### src/rtl/kps_pkg.sv
package kps_pkg;
   // Debounce tracker state
   typedef enum logic [1:0] {
      DB_IDLE  = 2'd0,   // no candidate key
      DB_COUNT = 2'd1,   // candidate seen on fewer passes than required
      DB_HELD  = 2'd2    // candidate reported, waiting for release
   } db_state_t;
endpackage

### src/rtl/kps_row_seq.sv
module kps_row_seq #(
   parameter int ROWS       = 4,
   parameter int SETTLE_CYC = 8,
   localparam int RW = (ROWS > 1) ? $clog2(ROWS) : 1,
   localparam int SW = (SETTLE_CYC > 1) ? $clog2(SETTLE_CYC) : 1
) (
   input  logic          clk,
   input  logic          rst_n,
   output logic [RW-1:0] row_sel,
   output logic          sample,
   output logic          last_row
);
   logic [SW-1:0] settle_q;

   assign sample   = (settle_q == SW'(SETTLE_CYC - 1));
   assign last_row = sample && (row_sel == RW'(ROWS - 1));

   always_ff @(posedge clk) begin
      if (!rst_n) begin
         settle_q <= '0;
         row_sel  <= '0;
      end else if (sample) begin
         settle_q <= '0;
         row_sel  <= last_row ? '0 : row_sel + RW'(1);
      end else begin
         settle_q <= settle_q + SW'(1);
      end
   end
endmodule

### src/rtl/kps_col_prio.sv
module kps_col_prio #(
   parameter int COLS = 4,
   localparam int CW = (COLS > 1) ? $clog2(COLS) : 1
) (
   input  logic [COLS-1:0] col_n,
   output logic            hit,
   output logic [CW-1:0]   col
);
   // Walk from the top column down so the lowest active column is kept
   always_comb begin
      hit = 1'b0;
      col = '0;
      for (int c = COLS - 1; c >= 0; c--) begin
         if (!col_n[c]) begin
            hit = 1'b1;
            col = CW'(c);
         end
      end
   end
endmodule

### src/rtl/kps_debounce.sv
module kps_debounce
   import kps_pkg::*;
#(
   parameter int KW             = 4,
   parameter int DEBOUNCE_SCANS = 4,
   localparam int DW = $clog2(DEBOUNCE_SCANS + 1)
) (
   input  logic          clk,
   input  logic          rst_n,
   input  logic          pass_done,
   input  logic          pass_hit,
   input  logic [KW-1:0] pass_code,
   output logic          key_valid,
   output logic [KW-1:0] key_idx
);
   db_state_t     state_q;
   logic [KW-1:0] cand_q;
   logic [DW-1:0] cnt_q;
   logic [DW-1:0] cnt_inc;

   assign cnt_inc = cnt_q + DW'(1);

   always_ff @(posedge clk) begin
      if (!rst_n) begin
         state_q   <= DB_IDLE;
         cand_q    <= '0;
         cnt_q     <= '0;
         key_valid <= 1'b0;
         key_idx   <= '0;
      end else begin
         key_valid <= 1'b0;
         if (pass_done) begin
            if (!pass_hit) begin
               // all-clear pass: release and re-arm
               state_q <= DB_IDLE;
               cand_q  <= '0;
               cnt_q   <= '0;
               key_idx <= '0;
            end else if (state_q == DB_IDLE || pass_code != cand_q) begin
               cand_q <= pass_code;
               cnt_q  <= DW'(1);
               if (DEBOUNCE_SCANS == 1) begin
                  state_q   <= DB_HELD;
                  key_valid <= 1'b1;
                  key_idx   <= pass_code;
               end else begin
                  state_q <= DB_COUNT;
               end
            end else if (state_q == DB_COUNT) begin
               cnt_q <= cnt_inc;
               if (cnt_inc == DW'(DEBOUNCE_SCANS)) begin
                  state_q   <= DB_HELD;
                  key_valid <= 1'b1;
                  key_idx   <= cand_q;
               end
            end
         end
      end
   end
endmodule

### src/rtl/kps_keypad_scanner.sv
module kps_keypad_scanner #(
   parameter int ROWS           = 4,
   parameter int COLS           = 4,
   parameter int SETTLE_CYC     = 8,
   parameter int DEBOUNCE_SCANS = 4,
   localparam int RW = (ROWS > 1) ? $clog2(ROWS) : 1,
   localparam int CW = (COLS > 1) ? $clog2(COLS) : 1,
   localparam int KW = $clog2(ROWS * COLS)
) (
   input  logic            clk,
   input  logic            rst_n,
   output logic [ROWS-1:0] row_n,
   input  logic [COLS-1:0] col_n,
   output logic            key_valid,
   output logic [KW-1:0]   key_idx
);
   // Elaboration-time parameter checks
   if (ROWS < 2)           begin : g_bad_rows   $error("ROWS must be at least 2");           end
   if (COLS < 2)           begin : g_bad_cols   $error("COLS must be at least 2");           end
   if (SETTLE_CYC < 1)     begin : g_bad_settle $error("SETTLE_CYC must be at least 1");     end
   if (DEBOUNCE_SCANS < 1) begin : g_bad_deb    $error("DEBOUNCE_SCANS must be at least 1"); end

   logic [RW-1:0] row_sel;
   logic          sample;
   logic          last_row;
   logic          cur_hit;
   logic [CW-1:0] cur_col;
   logic [KW-1:0] cur_code;
   logic          acc_hit_q;
   logic [KW-1:0] acc_code_q;
   logic          mrg_hit;
   logic [KW-1:0] mrg_code;

   kps_row_seq #(.ROWS(ROWS), .SETTLE_CYC(SETTLE_CYC)) u_seq (
      .clk      (clk),
      .rst_n    (rst_n),
      .row_sel  (row_sel),
      .sample   (sample),
      .last_row (last_row)
   );

   // One-cold row drive
   for (genvar r = 0; r < ROWS; r++) begin : g_row
      assign row_n[r] = (row_sel != RW'(r));
   end

   kps_col_prio #(.COLS(COLS)) u_prio (
      .col_n (col_n),
      .hit   (cur_hit),
      .col   (cur_col)
   );

   assign cur_code = KW'(row_sel) * KW'(COLS) + KW'(cur_col);

   // Earlier row in the pass keeps priority over later rows
   assign mrg_hit  = acc_hit_q | cur_hit;
   assign mrg_code = acc_hit_q ? acc_code_q : cur_code;

   always_ff @(posedge clk) begin
      if (!rst_n) begin
         acc_hit_q  <= 1'b0;
         acc_code_q <= '0;
      end else if (sample) begin
         if (last_row) begin
            acc_hit_q  <= 1'b0;
            acc_code_q <= '0;
         end else begin
            acc_hit_q  <= mrg_hit;
            acc_code_q <= mrg_code;
         end
      end
   end

   kps_debounce #(.KW(KW), .DEBOUNCE_SCANS(DEBOUNCE_SCANS)) u_deb (
      .clk       (clk),
      .rst_n     (rst_n),
      .pass_done (last_row),
      .pass_hit  (mrg_hit),
      .pass_code (mrg_code),
      .key_valid (key_valid),
      .key_idx   (key_idx)
   );
endmodule

### config.mk
export PLATFORM = sky130hd
export DESIGN_NAME = kps_keypad_scanner
export DESIGN_NICKNAME = d
export VERILOG_FILES = /design/src/rtl/kps_pkg.sv /design/src/rtl/kps_row_seq.sv /design/src/rtl/kps_col_prio.sv /design/src/rtl/kps_debounce.sv /design/src/rtl/kps_keypad_scanner.sv
export SDC_FILE = /design/constraint.sdc
export NUM_CORES = 1
export LEC_CHECK = 0
export CORE_MARGIN = 2
export CORE_UTILIZATION = 60
export CTS_CLUSTER_DIAMETER = 80
export DETAILED_ROUTE_END_ITERATION = 8
export DONT_BUFFER_PORTS = 1
export HOLD_SLACK_MARGIN = 0.05
export PLACE_DENSITY = 0.74
export REMOVE_ABC_BUFFERS = 1
export SLEW_MARGIN = 10
export SYNTH_ARGS = -nofsm -noshare
export SYNTH_HDL_FRONTEND = slang
export SYNTH_SLANG_ARGS = --single-unit
export TNS_END_PERCENT = 1
### constraint.sdc
create_clock -name clk -period 5.4 [get_ports clk]
set_input_delay 0 -clock clk [delete_from_list [all_inputs] [get_ports clk]]
set_output_delay 0 -clock clk [all_outputs]
set_load 0.03 [all_outputs]
# Word level (Yosys, flattened, before mapping)
# Cells that the tools add are included.
[totals]
ff_bits = 24
input_bits = 6
output_inout_bits = 9
word_cells = 68
[op_classes]
add_sub_neg = 4
eq_ne = 14
n_mux = 26
bitwise = 5
reduce_logical = 10
[op_table]
columns = ["operator", "count"]
rows = [
  ["$mux 4", 8],
  ["$mux 2", 9],
  ["$ne 2x2->1 const B", 6],
  ["$mux 3", 3],
  ["$add 3x1->3 const B", 2],
  ["$eq 3x3->1 const B", 2],
  ["$mux 1", 6],
  ["$ne 3x3->1 const B", 2],
  ["$reduce_or 5->1", 1],
  ["$add 4x2->4", 1],
  ["$ne 4x4->1", 1],
  ["$not 1->1", 4],
  ["$reduce_and 2->1", 2],
  ["$reduce_and 4->1", 1],
  ["$reduce_and 3->1", 1],
  ["$add 2x1->2 const B", 1],
  ["$eq 2x1->1 const B", 1],
  ["$eq 2x2->1 const B", 1],
  ["$logic_not 2->1", 1],
  ["$ne 2x1->1 const B", 1],
  ["$reduce_bool 2->1", 1],
  ["$reduce_or 2->1", 1],
  ["$logic_and 1x1->1", 1],
  ["$logic_or 1x1->1", 1],
  ["$or 1x1->1", 1],
]

# Depth between registers and ports, before layout
[depth]
word_depth = 10
ltp_mapped = 7
ltp_nobuf = 7

# Cells and area by module
# Synthesis repeated with hierarchy kept, for this count alone.
[unflattened]
hier_cells = 135
hier_area_um2 = 1231.2
[by_module_without_submodules]
columns = ["module", "n_inst", "cells_per_inst", "area_per_inst_um2", "seq_area_each_um2"]
rows = [
  ["kps_debounce", 1, 76, 685.7, 280.3],
  ["kps_keypad_scanner", 1, 36, 294.0, 100.1],
  ["kps_row_seq", 1, 18, 222.7, 100.1],
  ["kps_col_prio", 1, 5, 28.8, 0.0],
]

# Worst setup path before layout
# Ideal clock, no wire load.
[synth_timing]
path_kind = "register to register"
start = "register acc_hit_q"
end = "register u_deb.key_idx[2]"
setup_ns = 0.126
arrival_time_ns = 1.764
required_time_ns = 5.274
slack_ns = 3.511
path_stages_with_launch = 8
path_buffers = 1
period_less_slack_ns = 1.889
path_cell_list = "dfxtp_1 > buf_6 > mux2i_1 > xnor2_1 > o211ai_2 > or4_4 > a21oi_4 > o22ai_1"
[synth_via]
elab_chain_len = 5
word_cells_on_any_way = 9
classes_between = "4 x eq/ne; 2 x mux; 1 x bitwise; 2 x reduce/logical"
[synth_lines]
columns = ["element", "line", "text"]
rows = [
  ["start: declaration", "kps_keypad_scanner.sv:29", "logic acc_hit_q;"],
  ["start signal: assignment", "kps_keypad_scanner.sv:68", "acc_hit_q <= mrg_hit;"],
  ["$mux 4", "kps_keypad_scanner.sv:57", "assign mrg_code = acc_hit_q ? acc_code_q : cur_code;"],
  ["$ne 4x4->1", "kps_debounce.sv:39", "end else if (state_q == DB_IDLE || pass_code != cand_q) begin"],
  ["$logic_or 1x1->1", "kps_debounce.sv:39", ""],
  ["$ne 2x2->1 (no source line)", "-", ""],
  ["$reduce_and 4->1 (no source line)", "-", ""],
  ["end signal: assignment", "kps_debounce.sv:45", "key_idx <= pass_code;"],
  ["end signal: assignment", "kps_debounce.sv:54", "key_idx <= cand_q;"],
  ["end: declaration", "kps_debounce.sv:14", "output logic [KW-1:0] key_idx"],
]
# Parallel ways exist; a longest one is shown, timed or not.
# A chain may end at the register's enable or synchronous reset.

# Worst setup path in the final report
[layout_timing]
start = "register acc_hit_q"
end = "register u_deb.key_idx[0]"
# Same word-level chain as after synthesis.

==> metrics.txt <==
unrepaired setup endpoints after global routing=false; status=finished clean; fin crit period=2.156 ns; Post-Synth XOR/XNOR Area=around 4.2%; combinational power share=under 10%; row count=16; Register Area=around 480 um2; area grow syn2layout=7.692%; largest family of logic cells by synthesized area=simple AND/OR/NAND/NOR gates; Mean Syn Cell Area=~9 um2; Netlist cell types=36; Fillers=about 170; worst path required time=5.61 ns; DRC=0; Switching Power=0.06315 mW; main flop type after synthesis=dfxtp_1; CP Capture Type=flip-flop; CTS resizes=0; Max Fclk=between 0.4 and 0.5 GHz; Detail Placement HPWL=around 1.6 mm; Port Buffer Count=0; die area=~2400 um2; WHS Path Cells=3; Starting DRT DRC Count=22; yosys warns=0; largest net degree at the start of global routing=17; first-pass GRT wire length=~4 mm; CTS tree=done; Final setup viols=0; Core ar.=1942 um2; simple-gate share of the synthesized area=roughly a quarter; Synth area leaders=dfxtp_1 (39%), ha_1 (8.2%), mux2i_1 (4.9%); hold buffer count at CTS=3; Synth Cell Area=between 1000 and 1500 um2; setup bufs post-CTS=0; vias in the first global route=~960; count leader, synth=dfxtp_1; power per standard cell area=around 250 nW/um2; setup_tns=0 ns; Worst IR Drop VDD=198.7 uV; cell leakage power=between 0.4 and 0.5 nW; diodes inserted=0; Flop pwr share=55.7%; first-pass detailed-route iteration total=4; Die W=49.09 um; Avg WL per Cell=13.75 um; Vias=around 1,000; Top Ports=15; clock share of power=between 30% and 40%; Synth Instances=approximately 140; max_slew headroom=between 60% and 70%; Clock Sink Count=24; total congestion overflow=0; #FFs+latches synth=24; DR vias/cell=a little under 6; CTS H-tree lvls=1; clock root buffer master=clkbuf_4; GP Congestion=0.7971; layout cells sized above 1=under 10%; worst min path class=in2reg; area of the multi-input gates=671.9 um2; Worst Max-Slew Pin Slew=roughly 0.53 ns; clk_skew=0.006353 ns; Final Total Pwr=around 0.32 mW; nets=157; post-detailed-routing wire length=~2.3 mm; Worst Reg2Reg Path Length in Cells=6; Startpoint Class=flip-flop; number of synthesized flops with an enable pin=0; Synth top area share=around two fifths; Max Fanout on Critical Path=9; clk slew on worst S/H paths=around 0.13 ns; Hold Worst Slack=around 0.058 ns; post-layout util=67.65%; final hold vios=0; post-synthesis async set-or-reset flop share=0%; Compound-Gate Fraction of Synth Area=around 14%; Num CTS Buffers=3; CP arrival=2.37 ns; internal power=~0.26 mW; Die Ht=49.09 um; clk_lat worst skew=~0.32 ns; clk buf depth=2; antenna viol nets, final=0; initial antenna violation count=0; critical path class=reg2reg; initial core utilization=62.82%; max-slew violations=0; Worst R2R Setup Slack=3.24 ns; number of maximum-capacitance violations=0; Switching Fraction=about a fifth; mux cell area share after synthesis=approximately 5%; GRT Total Usage=between 20% and 30%; Tcrit/Tclk final=roughly two fifths; register area share after synthesis=roughly two fifths; area leader, netlist=dfxtp_1; Adder-Cell Fraction of Synth Area=approximately 8%; most frequent cells after synthesis=dfxtp_1 (24), nand2_1 (16), nor2_1 (13)
-- routing by layer --
metal / part of all wire, % / GRT usage, % / vias up
met2: 49 / 36.49 / 21
met1: 46 / 26.71 / 471
met4: 1.2 / 7.619 / 0
met5: 0 / 0 / -
li1: - / - / 492
met3: 3.5 / 3.374 / 4
-- flip-flops by register name (all words and copies together) (netlist names) --
signal           flops
acc_code_q           4
acc_hit_q            1
u_deb.cand_q         4
u_deb.cnt_q          3
u_deb.key_idx        4
u_deb.key_valid      1
u_deb.state_q        2
u_seq.row_sel        2
u_seq.settle_q       3
-- power groups by stage --
stage | Clock [mW] | Combinational (mW) | Sequential [mW]
floorplan | 0 | 0.00949 | 0.184
global placement | 0 | 0.0112 | 0.184
detailed placement | 0 | 0.0115 | 0.184
CTS | 0.131 | 0.0147 | 0.180
global route | 0.137 | 0.0163 | 0.180
finish | 0.129 | 0.0147 | 0.180
-- metrics by stage --
| step | instances | worst slack, ns | area, um2 |
|---|---|---|---|
| final | 169 | 3.244 | 1314 |
| after global routing | 169 | 3.031 | 1314 |
| after CTS | 169 | 3.258 | 1314 |
| after detailed placement | 162 | 3.310 | 1231 |
| after global placement | 162 | 3.361 | 1231 |
| after floorplan | 135 | 3.448 | 1197 |
-- cell type report --
type | count | share of cell area, %
Clock buffer | 3 | 1.714
Clock inverter | 1 | 2.286
Inverter | 12 | 3.429
Multi-Input combinational cell | 99 | 51.14
Sequential cell | 24 | 36.57
Tap cell | 27 | 2.571
Timing Repair Buffer | 3 | 2.286
-- kinds of logic (layout without fill, tap and decap cells) --
kind of cell / count (synthesis) / in the layout
xor+xnor: 5 / 5
simple gates: 56 / 56
buf+inv: 16 / 19
fa+ha+maj: 8 / 8
flops: 24 / 24
mux: 6 / 6
compound gates: 24 / 24
-- critical path: stages (launching register included) --
cell and delay, ns:
dfxtp_1 0.54, mux2i_1 0.32, xnor2_1 0.16, o211ai_2 0.14, or4_4 0.57, a21oi_4 0.20, o22ai_1 0.10
-- placed cells by master (no fill, tap or decap), types with 3 or more instances in the layout --
cell type and n:
dfxtp_1 24, nand2_1 16, nor2_1 13, inv_1 12
ha_1 8, mux2i_1 6, nor3_1 5, o21ai_0 5
a21oi_1 4, o22ai_1 4, xnor2_1 3, and3_1 3
clkbuf_4 3, dlygate4sd3_1 3
-- worst paths after layout --
check / startpoint / to
setup reg to reg: acc_hit_q$_SDFFE_PN0P_ / u_deb.key_idx[0]$_SDFFE_PN0P_
hold / removal: col_n[3] / acc_hit_q$_SDFFE_PN0P_
setup / recovery: acc_hit_q$_SDFFE_PN0P_ / u_deb.key_idx[0]$_SDFFE_PN0P_
hold reg to reg: u_seq.settle_q[0]$_SDFF_PP0_ / u_seq.settle_q[0]$_SDFF_PP0_
(Power assumes the default switching activity.)
